**src/rtl/hs_xfer_pkg.sv**
```systemverilog
package hs_xfer_pkg;

  localparam int SYNC_STAGES = 2;

  typedef enum logic [1:0] {
    XM_SRC_STROBE = 2'b00,
    XM_DST_STROBE = 2'b01,
    XM_SRC_HSHAKE = 2'b10,
    XM_DST_HSHAKE = 2'b11
  } xfer_mode_t;

  function automatic logic is_dst_init(input logic [1:0] m);
    return m[0];
  endfunction

  function automatic logic is_hshake(input logic [1:0] m);
    return m[1];
  endfunction

  // receiver-strobe window: sync + response + data pipe + settle
  function automatic int pull_window(input int resp, input int settle);
    return resp + settle + SYNC_STAGES + 3;
  endfunction

  function automatic int cnt_width(input int a, input int b);
    return $clog2(((a > b) ? a : b) + 1);
  endfunction

endpackage

```
**src/rtl/hs_sync_chain.sv**
```systemverilog
module hs_sync_chain #(
  parameter int STAGES = 2
) (
  input  logic clk,
  input  logic rst_n,
  input  logic d,
  output logic q
);
  logic [STAGES-1:0] stg;

  generate
    for (genvar i = 0; i < STAGES; i++) begin : g_stage
      if (i == 0) begin : g_first
        always_ff @(posedge clk or negedge rst_n)
          if (!rst_n) stg[0] <= 1'b0;
          else        stg[0] <= d;
      end else begin : g_next
        always_ff @(posedge clk or negedge rst_n)
          if (!rst_n) stg[i] <= 1'b0;
          else        stg[i] <= stg[i-1];
      end
    end
  endgenerate

  assign q = stg[STAGES-1];
endmodule

```
**src/rtl/hs_src_agent.sv**
```systemverilog
module hs_src_agent
  import hs_xfer_pkg::*;
#(
  parameter int DATA_W   = 8,
  parameter int STB_CYC  = 4,
  parameter int RESP_CYC = 2,
  parameter int CNT_W    = 4
) (
  input  logic              clk,
  input  logic              rst_n,
  input  logic              start,
  input  logic [1:0]        mode,
  input  logic              peer_sync,
  input  logic              stall,
  input  logic [DATA_W-1:0] word,
  output logic              ctl,
  output logic [DATA_W-1:0] data,
  output logic              data_en,
  output logic              busy
);
  typedef enum logic [2:0] {
    S_IDLE, S_SETUP, S_STB, S_WACK, S_WLOW, S_RESP, S_HOLD
  } src_st_t;

  src_st_t          st;
  logic [CNT_W-1:0] cnt;
  logic             resp_ready;

  assign resp_ready = (cnt == '0) && (!is_hshake(mode) || !stall);

  always_ff @(posedge clk or negedge rst_n) begin
    if (!rst_n) begin
      st      <= S_IDLE;
      cnt     <= '0;
      ctl     <= 1'b0;
      data    <= '0;
      data_en <= 1'b0;
    end else begin
      case (st)
        S_IDLE: begin
          if (start) begin
            data    <= word;
            data_en <= 1'b1;
            st      <= S_SETUP;
          end else if (is_dst_init(mode) && peer_sync) begin
            cnt <= CNT_W'(RESP_CYC - 1);
            st  <= S_RESP;
          end
        end
        S_SETUP: begin
          ctl <= 1'b1;
          if (is_hshake(mode)) st <= S_WACK;
          else begin
            cnt <= CNT_W'(STB_CYC - 1);
            st  <= S_STB;
          end
        end
        S_STB: begin
          if (cnt == '0) begin
            ctl     <= 1'b0;
            data    <= '0;
            data_en <= 1'b0;
            st      <= S_IDLE;
          end else cnt <= cnt - 1'b1;
        end
        S_WACK: begin
          if (peer_sync) begin
            ctl     <= 1'b0;
            data    <= '0;
            data_en <= 1'b0;
            st      <= S_WLOW;
          end
        end
        S_WLOW: if (!peer_sync) st <= S_IDLE;
        S_RESP: begin
          if (cnt != '0) cnt <= cnt - 1'b1;
          else if (resp_ready) begin
            data    <= word;
            data_en <= 1'b1;
            ctl     <= is_hshake(mode);
            st      <= S_HOLD;
          end
        end
        S_HOLD: begin
          if (!peer_sync) begin
            ctl     <= 1'b0;
            data    <= '0;
            data_en <= 1'b0;
            st      <= S_IDLE;
          end
        end
        default: st <= S_IDLE;
      endcase
    end
  end

  assign busy = (st != S_IDLE);
endmodule

```
**src/rtl/hs_dst_agent.sv**
```systemverilog
module hs_dst_agent
  import hs_xfer_pkg::*;
#(
  parameter int DATA_W     = 8,
  parameter int SETTLE_CYC = 3,
  parameter int WINDOW     = 10,
  parameter int CNT_W      = 4
) (
  input  logic              clk,
  input  logic              rst_n,
  input  logic              start,
  input  logic [1:0]        mode,
  input  logic              peer_sync,
  input  logic              stall,
  input  logic [DATA_W-1:0] bus,
  output logic              ctl,
  output logic              done,
  output logic [DATA_W-1:0] rx_word,
  output logic              busy
);
  typedef enum logic [2:0] {
    D_IDLE, D_STB, D_WRDY, D_SETTLE, D_ACK, D_WLOW
  } dst_st_t;

  dst_st_t          st;
  logic [CNT_W-1:0] cnt;
  logic [DATA_W-1:0] dpipe [SYNC_STAGES];
  logic             capture;
  logic             settle_ok;

  // data delay line, same depth as the control synchronizer
  generate
    for (genvar i = 0; i < SYNC_STAGES; i++) begin : g_dpipe
      if (i == 0) begin : g_first
        always_ff @(posedge clk or negedge rst_n)
          if (!rst_n) dpipe[0] <= '0;
          else        dpipe[0] <= bus;
      end else begin : g_next
        always_ff @(posedge clk or negedge rst_n)
          if (!rst_n) dpipe[i] <= '0;
          else        dpipe[i] <= dpipe[i-1];
      end
    end
  endgenerate

  assign settle_ok = (cnt == '0) && (is_dst_init(mode) || !stall);

  always_comb begin
    capture = 1'b0;
    case (st)
      D_IDLE:   capture = !start && !is_dst_init(mode) && !is_hshake(mode) && peer_sync;
      D_STB:    capture = (cnt == '0);
      D_SETTLE: capture = settle_ok;
      default:  capture = 1'b0;
    endcase
  end

  always_ff @(posedge clk or negedge rst_n) begin
    if (!rst_n) begin
      rx_word <= '0;
      done    <= 1'b0;
    end else begin
      done <= capture;
      if (capture) rx_word <= dpipe[SYNC_STAGES-1];
    end
  end

  always_ff @(posedge clk or negedge rst_n) begin
    if (!rst_n) begin
      st  <= D_IDLE;
      cnt <= '0;
      ctl <= 1'b0;
    end else begin
      case (st)
        D_IDLE: begin
          if (start) begin
            ctl <= 1'b1;
            if (is_hshake(mode)) st <= D_WRDY;
            else begin
              cnt <= CNT_W'(WINDOW - 1);
              st  <= D_STB;
            end
          end else if (!is_dst_init(mode) && peer_sync) begin
            if (is_hshake(mode)) begin
              cnt <= CNT_W'(SETTLE_CYC - 1);
              st  <= D_SETTLE;
            end else st <= D_WLOW;
          end
        end
        D_STB: begin
          if (cnt == '0) begin
            ctl <= 1'b0;
            st  <= D_IDLE;
          end else cnt <= cnt - 1'b1;
        end
        D_WRDY: begin
          if (peer_sync) begin
            cnt <= CNT_W'(SETTLE_CYC - 1);
            st  <= D_SETTLE;
          end
        end
        D_SETTLE: begin
          if (cnt != '0) cnt <= cnt - 1'b1;
          else if (settle_ok) begin
            if (is_dst_init(mode)) begin
              ctl <= 1'b0;
              st  <= D_WLOW;
            end else begin
              ctl <= 1'b1;
              st  <= D_ACK;
            end
          end
        end
        D_ACK: begin
          if (!peer_sync) begin
            ctl <= 1'b0;
            st  <= D_IDLE;
          end
        end
        D_WLOW: if (!peer_sync) st <= D_IDLE;
        default: st <= D_IDLE;
      endcase
    end
  end

  assign busy = (st != D_IDLE);
endmodule

```
**src/rtl/hs_xfer_unit.sv**
```systemverilog
module hs_xfer_unit
  import hs_xfer_pkg::*;
#(
  parameter int DATA_W     = 8,
  parameter int STB_CYC    = 4,
  parameter int RESP_CYC   = 2,
  parameter int SETTLE_CYC = 3
) (
  input  logic              clk,
  input  logic              rst_n,
  input  logic [1:0]        mode_sel,
  input  logic              go,
  input  logic [DATA_W-1:0] src_word,
  input  logic              src_stall,
  input  logic              dst_stall,
  output logic              busy,
  output logic              xfer_done,
  output logic [DATA_W-1:0] rx_word,
  output logic              link_src_ctl,
  output logic              link_dst_ctl,
  output logic [DATA_W-1:0] link_data,
  output logic              link_data_en
);
  localparam int WINDOW = pull_window(RESP_CYC, SETTLE_CYC);
  localparam int CNT_W  = cnt_width(STB_CYC > RESP_CYC ? STB_CYC : RESP_CYC,
                                    WINDOW > SETTLE_CYC ? WINDOW : SETTLE_CYC);

  logic [1:0] mode_q;
  logic [1:0] mode_eff;
  logic       start;
  logic       start_src;
  logic       start_dst;
  logic       src_busy;
  logic       dst_busy;
  logic       src_ctl_at_dst;
  logic       dst_ctl_at_src;

  assign busy      = src_busy | dst_busy;
  assign start     = go & ~busy;
  assign start_src = start & ~is_dst_init(mode_sel);
  assign start_dst = start &  is_dst_init(mode_sel);
  assign mode_eff  = busy ? mode_q : mode_sel;

  always_ff @(posedge clk or negedge rst_n)
    if (!rst_n)     mode_q <= XM_SRC_STROBE;
    else if (start) mode_q <= mode_sel;

  hs_sync_chain #(.STAGES(SYNC_STAGES)) u_sync_s2d (
    .clk(clk), .rst_n(rst_n), .d(link_src_ctl), .q(src_ctl_at_dst));

  hs_sync_chain #(.STAGES(SYNC_STAGES)) u_sync_d2s (
    .clk(clk), .rst_n(rst_n), .d(link_dst_ctl), .q(dst_ctl_at_src));

  hs_src_agent #(
    .DATA_W(DATA_W), .STB_CYC(STB_CYC), .RESP_CYC(RESP_CYC), .CNT_W(CNT_W)
  ) u_src (
    .clk(clk), .rst_n(rst_n), .start(start_src), .mode(mode_eff),
    .peer_sync(dst_ctl_at_src), .stall(src_stall), .word(src_word),
    .ctl(link_src_ctl), .data(link_data), .data_en(link_data_en),
    .busy(src_busy));

  hs_dst_agent #(
    .DATA_W(DATA_W), .SETTLE_CYC(SETTLE_CYC), .WINDOW(WINDOW), .CNT_W(CNT_W)
  ) u_dst (
    .clk(clk), .rst_n(rst_n), .start(start_dst), .mode(mode_eff),
    .peer_sync(src_ctl_at_dst), .stall(dst_stall), .bus(link_data),
    .ctl(link_dst_ctl), .done(xfer_done), .rx_word(rx_word),
    .busy(dst_busy));
endmodule

```
**config.mk**
```make
export PLATFORM = sky130hd
export DESIGN_NAME = hs_xfer_unit
export DESIGN_NICKNAME = d
export VERILOG_FILES = /design/src/rtl/hs_xfer_pkg.sv /design/src/rtl/hs_sync_chain.sv /design/src/rtl/hs_src_agent.sv /design/src/rtl/hs_dst_agent.sv /design/src/rtl/hs_xfer_unit.sv
export SDC_FILE = /design/constraint.sdc
export NUM_CORES = 1
export LEC_CHECK = 0
export BUFFER_PORTS_ARGS = -buffer_cell sky130_fd_sc_hd__buf_2
export CORE_UTILIZATION = 40
export CTS_BUF_LIST = sky130_fd_sc_hd__clkbuf_16
export DETAILED_ROUTE_END_ITERATION = 8
export GPL_TIMING_DRIVEN = 0
export HOLD_SLACK_MARGIN = 0.05
export PLACE_DENSITY_LB_ADDON = 0.2
export REMOVE_ABC_BUFFERS = 1
export SYNTH_ARGS = -nofsm -noshare
export SYNTH_HDL_FRONTEND = slang
export SYNTH_HIERARCHICAL = 1
export SYNTH_SLANG_ARGS = --single-unit
```
**constraint.sdc**
```tcl
create_clock -name clk -period 3.4 [get_ports clk]
set_clock_uncertainty 0.15 [all_clocks]
set_input_delay 0.51 -clock clk [delete_from_list [all_inputs] [get_ports clk]]
set_output_delay 0.51 -clock clk [all_outputs]
set_load 0.005 [all_outputs]
```
=== Word level (Yosys, flattened, before mapping) ===
Cells that the tools add are included.

* Register bits after elaboration: 56
* Output and inout bits: 21

* $add $sub $neg: 2
* Eq/ne operators: 36
* Multiplexer cells: 60
* Bitwise gates (word level): 6
* Reductions and logical operators: 36

{| class="wikitable"
|+ Operators by type and width
! cell !! number
|-
| $mux W4 || 12
|-
| $mux W8 || 6
|-
| $mux W3 || 15
|-
| $pmux W8 S5 || 1
|-
| $pmux W4 S4 || 2
|-
| $reduce_and A6 Y1 || 5
|-
| $ne A2 B2 Y1 const B || 13
|-
| $reduce_bool A4 Y1 || 5
|-
| $pmux W3 S6 || 1
|-
| $mux W1 || 16
|-
| $ne A2 B1 Y1 const B || 8
|-
| $eq A3 B3 Y1 const B || 5
|-
| $pmux W3 S5 || 1
|-
| $reduce_and A7 Y1 || 2
|-
| $eq A3 B2 Y1 const B || 4
|-
| $pmux W1 S5 || 2
|-
| $reduce_bool A5 Y1 || 2
|-
| $logic_not A4 Y1 || 2
|-
| $sub A4 B1 Y4 const B || 2
|-
| $logic_and A1 B1 Y1 || 7
|-
| $eq A3 B1 Y1 const B || 2
|-
| $logic_not A3 Y1 || 2
|-
| $ne A3 B1 Y1 const B || 2
|-
| $reduce_bool A3 Y1 || 2
|-
| other kinds (11) || 21
|}

=== Logic depth before layout (Yosys ltp) ===
* Word-level depth: 10
* Depth in mapped cells: 10
* Mapped depth without buffers: 8

=== Cells and area by module ===
The synthesis kept the hierarchy.

{| class="wikitable"
|+ Modules (own cells, without submodules)
! module !! instances !! cells each !! area an instance (um^2) !! seq. area each (um^2)
|-
| hs_dst_agent || 1 || 104 || 1,330.0 || 825.8
|-
| hs_src_agent || 1 || 116 || 1,104.8 || 425.4
|-
| hs_xfer_unit || 1 || 11 || 133.9 || 50.0
|-
| hs_sync_chain || 2 || 2 || 50.0 || 50.0
|}

=== Worst setup path before layout ===
Ideal clock, no wire load.

* Kind: flip-flop to flip-flop
* Start point: register u_dst.st[2]
* End point: register u_dst.cnt[1]
* Setup time: 0.125 ns
* Arrival: 2.568 ns
* Data required time: 3.125 ns
* Path slack: 0.557 ns
* Cell stages (with the launch flop): 10
* Path buffers: 1
* Path through: dfrtp_1 -> buf_2 -> nor3_1 -> inv_1 -> nor2_1 -> mux2_2 -> nand2b_1 -> a2111oi_2 -> or4_4 -> mux2_4

* Cells in the longest elaborated chain, start to end: 7
* Elaborated cells on any way between the ends: 22

{| class="wikitable"
|+ RTL lines
! item !! line !! RTL
|-
| from (decl) || hs_dst_agent.sv:25 || <nowiki>dst_st_t st;</nowiki>
|-
| from (signal assigned) || hs_dst_agent.sv:70 || <nowiki>st <= D_IDLE;</nowiki>
|-
| from (signal assigned) || hs_dst_agent.sv:78 || <nowiki>if (is_hshake(mode)) st <= D_WRDY;</nowiki>
|-
| from (signal assigned) || hs_dst_agent.sv:81 || <nowiki>st <= D_STB;</nowiki>
|-
| $reduce_bool A3 Y1 || hs_dst_agent.sv:126 || <nowiki>assign busy = (st != D_IDLE);</nowiki>
|-
| named net dst_busy || hs_xfer_unit.sv:34 || <nowiki>logic dst_busy;</nowiki>
|-
| $or A1 B1 Y1 || hs_xfer_unit.sv:38 || <nowiki>assign busy = src_busy | dst_busy;</nowiki>
|-
| $mux W2 || hs_xfer_unit.sv:42 || <nowiki>assign mode_eff = busy ? mode_q : mode_sel;</nowiki>
|-
| named net mode_eff[0] || hs_xfer_unit.sv:29 || <nowiki>logic [1:0] mode_eff;</nowiki>
|-
| $logic_not A1 Y1 || hs_dst_agent.sv:83 || <nowiki>end else if (!is_dst_init(mode) && peer_sync) begin</nowiki>
|-
| $logic_and A1 B1 Y1 || hs_dst_agent.sv:83 ||
|-
| $ne A3 B1 Y1 (no line) || - ||
|-
| $reduce_and A7 Y1 (no line) || - ||
|-
| to (signal assigned) || hs_dst_agent.sv:80 || <nowiki>cnt <= CNT_W'(WINDOW - 1);</nowiki>
|-
| to (signal assigned) || hs_dst_agent.sv:85 || <nowiki>cnt <= CNT_W'(SETTLE_CYC - 1);</nowiki>
|-
| to (signal assigned) || hs_dst_agent.sv:94 || <nowiki>end else cnt <= cnt - 1'b1;</nowiki>
|-
| to (decl) || hs_dst_agent.sv:26 || <nowiki>logic [CNT_W-1:0] cnt;</nowiki>
|}

The timed path passes the listed nets, and every way through them passes these cells.
A chain may end at the register's enable or synchronous reset.

=== Final worst setup path ===
Ends and elaborated chain as after synthesis.

==> metrics.log <==
INFO  metric outcome = finished clean
INFO  metric initial_core_util = 41.79%
INFO  metric die_width = 83.68 um
INFO  metric drive_gt1_share = 28.26%
INFO  metric synth.ff_latch_count = 56
INFO  metric ant_nets = 0
INFO  metric fin_hold_viols = 0
INFO  metric globalRouteMet2Util = 22.99%
INFO  metric chipHeight = 83.68 um
INFO  metric drcViolationCount = 0
INFO  metric worst_hold_path_type = in2async
INFO  metric power_dissipated_by_switching_net_loads = 1.150 mW
INFO  metric r2r.worst_path.cells = 8
INFO  metric dieArea = 0.007002 mm^2
INFO  metric sw_frac_of_total = 36.84%
INFO  metric synthesis.instances = 235
INFO  metric total_leakage_power = 1.469 nW
INFO  metric tritoncts_clock_tree = done
INFO  metric via_count = 1846
INFO  metric power.sequential.fraction = 39.3%
INFO  metric final_period_minus_worst_setup_slack = 3165 ps
INFO  metric cts_root_buf = sky130_fd_sc_hd__clkbuf_16
INFO  metric floorplan.rows = 29
INFO  metric stdcell_count = 353
INFO  metric setup-violations-final = 0
INFO  metric largest_family_of_logic_cells_by_synthesized_area = simple AND/OR/NAND/NOR gates
INFO  metric wl_per_cell = 13.93 um
INFO  metric number_of_max_slew_violations_in_the_final_report = 0
INFO  metric drt-total-wl = 4919 um
INFO  metric yosys_warnings = 6
INFO  metric vias_per_cell = 5.229
INFO  metric power.density = 1009 mW/mm^2
INFO  metric port-buffer-count = 35
INFO  metric boundaryPins = 36
INFO  metric firstDrtPassIters = 4
INFO  metric antenna_found_initial = 0
INFO  metric critPathCaptureType = flip-flop
INFO  metric grt_pass1_vias = 1787
INFO  metric worstSkewPairLatency = 290 ps
INFO  metric synth-edff-count = 0
INFO  metric worst-slew-pin-transition = 689.9 ps
INFO  metric syn-mean-instance-area = 11.36 um^2
INFO  metric synthArstFlopShare = 100.0%
INFO  metric global_route.peak_usage_layer = met2
INFO  metric worst_setup_path_start_kind = flip-flop
INFO  metric internal-power = 1.972 mW
INFO  metric h_tree_level_count = 2
INFO  metric worst-endpoint-arrival = 3200 ps
INFO  metric clock_sink_count = 56
INFO  metric worst-path-max-fanout = 14
INFO  metric grt.met3_usage = 4.055%
INFO  metric p_clk_share = 16.9%
INFO  metric syn_to_final_growth = 15.89%
INFO  metric cp_data_required_time = 3430 ps
INFO  metric synth_area = 0.002669 mm^2
INFO  metric synth_fa_ha_area_share = 2.157%
INFO  metric synth_xor_area_share = 0.3282%
INFO  metric max_cap_viol_count = 0
INFO  metric max-slew-margin-rel = 54.01%
INFO  metric grt_setup_unrepaired = false
INFO  metric largest_net_degree_at_the_start_of_global_routing = 57
INFO  metric ant_diodes = 0
INFO  metric critical_path_class = reg2reg
INFO  metric number_of_buffers_on_the_longest_clock_path = 2
INFO  metric total_number_of_nets_in_the_final_design = 294
INFO  metric max-vdd-ir-drop = 518.6 uV
INFO  metric global_route_wire_length_before_repair = 8562 um
INFO  metric grtUsageMet1 = 21.30%
INFO  metric min_period_over_period = 93.09%
INFO  metric synth-compound-area-share = 12.61%
INFO  metric core_area = 0.006386 mm^2
INFO  metric total_power = 3.121 mW
INFO  metric gpl.final_weighted_congestion = 0.8479
INFO  metric synth-seq-area-share = 52.51%
INFO  metric grt_remaining_overflow = 0
INFO  metric detail_route.iter0.violations = 87
INFO  metric finish.instance_area = 0.003093 mm^2
INFO  metric muxShareOfSynthArea = 10.69%
INFO  metric grt.total_usage = 15.30%
INFO  metric synth.distinct_cells = 59
INFO  metric cts-buffers-inserted = 5
INFO  metric pwr-share-comb = 43.8%
INFO  metric dpl.cell_count = 339
INFO  metric maxClockFrequency = 0.3160 GHz
INFO  metric dp_hpwl = 3310 um
INFO  metric synthSimpleGateAreaFrac = 17.44%
INFO  metric synth_top_flop_cell = sky130_fd_sc_hd__dfrtp_1
INFO  metric final.setup.tns = 0 ps
INFO  metric placedInstanceArea = 0.002887 mm^2
INFO  metric clkTransAtPathRegs = 70 ps
through the flow:
step | hold WS [ps] | setup WS (ps) | utilization (%)
floorplan | 64.41 | 194.2 | -
global placement | 183.6 | -453.3 | 45.20
detailed placement | 184.7 | -398.0 | 45.20
CTS | 202.5 | 73.68 | 47.69
global route | 172.2 | 99.31 | 48.43
finish | 95.94 | 235.0 | 48.43
area by class of cell:
cell class,instances,area (um^2)
sequential,56,1401
clock inverter,3,25.02
tap,77,96.34
inverter,16,60.06
clock buffer,5,125.1
multi-input combinational,155,1162
fill,599,3293
timing repair buffer,41,222.7
cells by family (layout without fill, tap and decap cells):
logic type / count (synthesis) / count (layout)
flops: 56 / 56
simple gates: 78 / 78
fa+ha+maj: 4 / 4
mux: 26 / 26
buf+inv: 24 / 65
xor+xnor: 1 / 1
compound gates: 46 / 46
power groups by stage:
| stage | registers (mW) | logic, mW | clock network [mW] |
|---|---|---|---|
| finish | 1.23 | 1.37 | 0.527 |
| global route | 1.28 | 1.53 | 0.574 |
| CTS | 1.23 | 1.29 | 0.546 |
| floorplan | 1.19 | 0.942 | 0 |
| detailed placement | 1.25 | 1.26 | 0 |
| global placement | 1.24 | 1.25 | 0 |
placed cells by master (no fill, tap or decap), types with 4 or more instances in the layout:
cell type / synthesis / layout
sky130_fd_sc_hd__nor2b_1: 4 / 4
sky130_fd_sc_hd__dfrtp_1: 56 / 56
sky130_fd_sc_hd__nand2b_1: 4 / 4
sky130_fd_sc_hd__inv_1: 16 / 16
sky130_fd_sc_hd__buf_4: 2 / 7
sky130_fd_sc_hd__nand3b_1: 4 / 4
sky130_fd_sc_hd__mux2i_1: 12 / 12
sky130_fd_sc_hd__o31ai_1: 4 / 4
sky130_fd_sc_hd__nand2_1: 19 / 19
sky130_fd_sc_hd__o21ai_0: 10 / 10
sky130_fd_sc_hd__clkbuf_16: 0 / 5
sky130_fd_sc_hd__a21oi_1: 9 / 9
sky130_fd_sc_hd__nor2_1: 15 / 15
sky130_fd_sc_hd__buf_2: 1 / 34
sky130_fd_sc_hd__mux2_2: 12 / 12
sky130_fd_sc_hd__nor3_1: 6 / 6
flip-flops by register name (all words and copies together) (netlist names), 2 cells and up:
name / flops
u_src/st: 3
u_dst/cnt: 4
u_dst/st: 3
u_src/data: 8
u_dst/dpipe: 16
u_dst/rx_word: 8
mode_q: 2
u_src/cnt: 4
synth_stat cells, types with 2 or more instances:
cell type / count / area [um^2]
sky130_fd_sc_hd__nor2_1: 15 / 56.30
sky130_fd_sc_hd__nor4_1: 2 / 12.51
sky130_fd_sc_hd__mux2i_1: 12 / 120.1
sky130_fd_sc_hd__o31a_1: 2 / 17.52
sky130_fd_sc_hd__nand3_1: 3 / 15.01
sky130_fd_sc_hd__nor2b_1: 4 / 25.02
sky130_fd_sc_hd__nand2_1: 19 / 71.32
sky130_fd_sc_hd__inv_1: 16 / 60.06
sky130_fd_sc_hd__buf_6: 2 / 22.52
sky130_fd_sc_hd__mux2_2: 12 / 135.1
sky130_fd_sc_hd__a31oi_1: 2 / 12.51
sky130_fd_sc_hd__dfrtp_1: 56 / 1401
sky130_fd_sc_hd__buf_4: 2 / 15.01
sky130_fd_sc_hd__clkbuf_1: 3 / 11.26
sky130_fd_sc_hd__nor3b_2: 2 / 25.02
sky130_fd_sc_hd__a21oi_1: 9 / 45.04
sky130_fd_sc_hd__or3_1: 3 / 18.77
sky130_fd_sc_hd__nand3b_1: 4 / 30.03
sky130_fd_sc_hd__and2b_2: 2 / 17.52
sky130_fd_sc_hd__nor3_1: 6 / 30.03
sky130_fd_sc_hd__o21ai_0: 10 / 50.05
sky130_fd_sc_hd__o21a_1: 2 / 15.01
sky130_fd_sc_hd__ha_1: 3 / 37.54
sky130_fd_sc_hd__o31ai_1: 4 / 30.03
sky130_fd_sc_hd__nand2b_1: 4 / 25.02
sky130_fd_sc_hd__mux2_4: 2 / 30.03
sky130_fd_sc_hd__a211o_1: 2 / 17.52
critical path, cell delays in order (launching register included):
cell and delay (ps):
sky130_fd_sc_hd__dfrtp_1 540, sky130_fd_sc_hd__nor3_1 430, sky130_fd_sc_hd__inv_1 150, sky130_fd_sc_hd__nor2_1 230, sky130_fd_sc_hd__mux2_2 430, sky130_fd_sc_hd__nand2b_1 110, sky130_fd_sc_hd__a2111oi_2 110, sky130_fd_sc_hd__or4_4 590
sky130_fd_sc_hd__mux2_4 310
routing by layer:
| metal | share of wire (%) | vias up | routed length, um |
|---|---|---|---|
| met4 | 1.7 | 0 | 82 |
| met2 | 47 | 30 | 2298 |
| li1 | - | 917 | - |
| met1 | 48 | 891 | 2373 |
| met5 | 0 | - | 0 |
| met3 | 3.3 | 8 | 164 |
what timing repair did:
action / 4_1_cts / 5_1_grt
setup buffers: 0 / 6
gates resized for setup: 1 / 0
hold buffers: 0 / 0
pin swaps: 1 / 1
setup endpoints to repair: 9 / 3
final timing paths:
check | startpoint | end | slack, ps
min in group clk | u_dst/dpipe[12] | u_dst/dpipe[4] | 200
setup / recovery | u_dst/st[2] | u_dst/cnt[1] | 240
hold reg to reg | u_dst/dpipe[12] | u_dst/dpipe[4] | 200
max in group asynchronous | rst_n | u_src/data[5] | 2540
setup reg to reg | u_dst/st[2] | u_dst/cnt[1] | 240
hold / removal | rst_n | u_dst/cnt[3] | 100
Note: power is estimated with default switching activity, not from simulation.
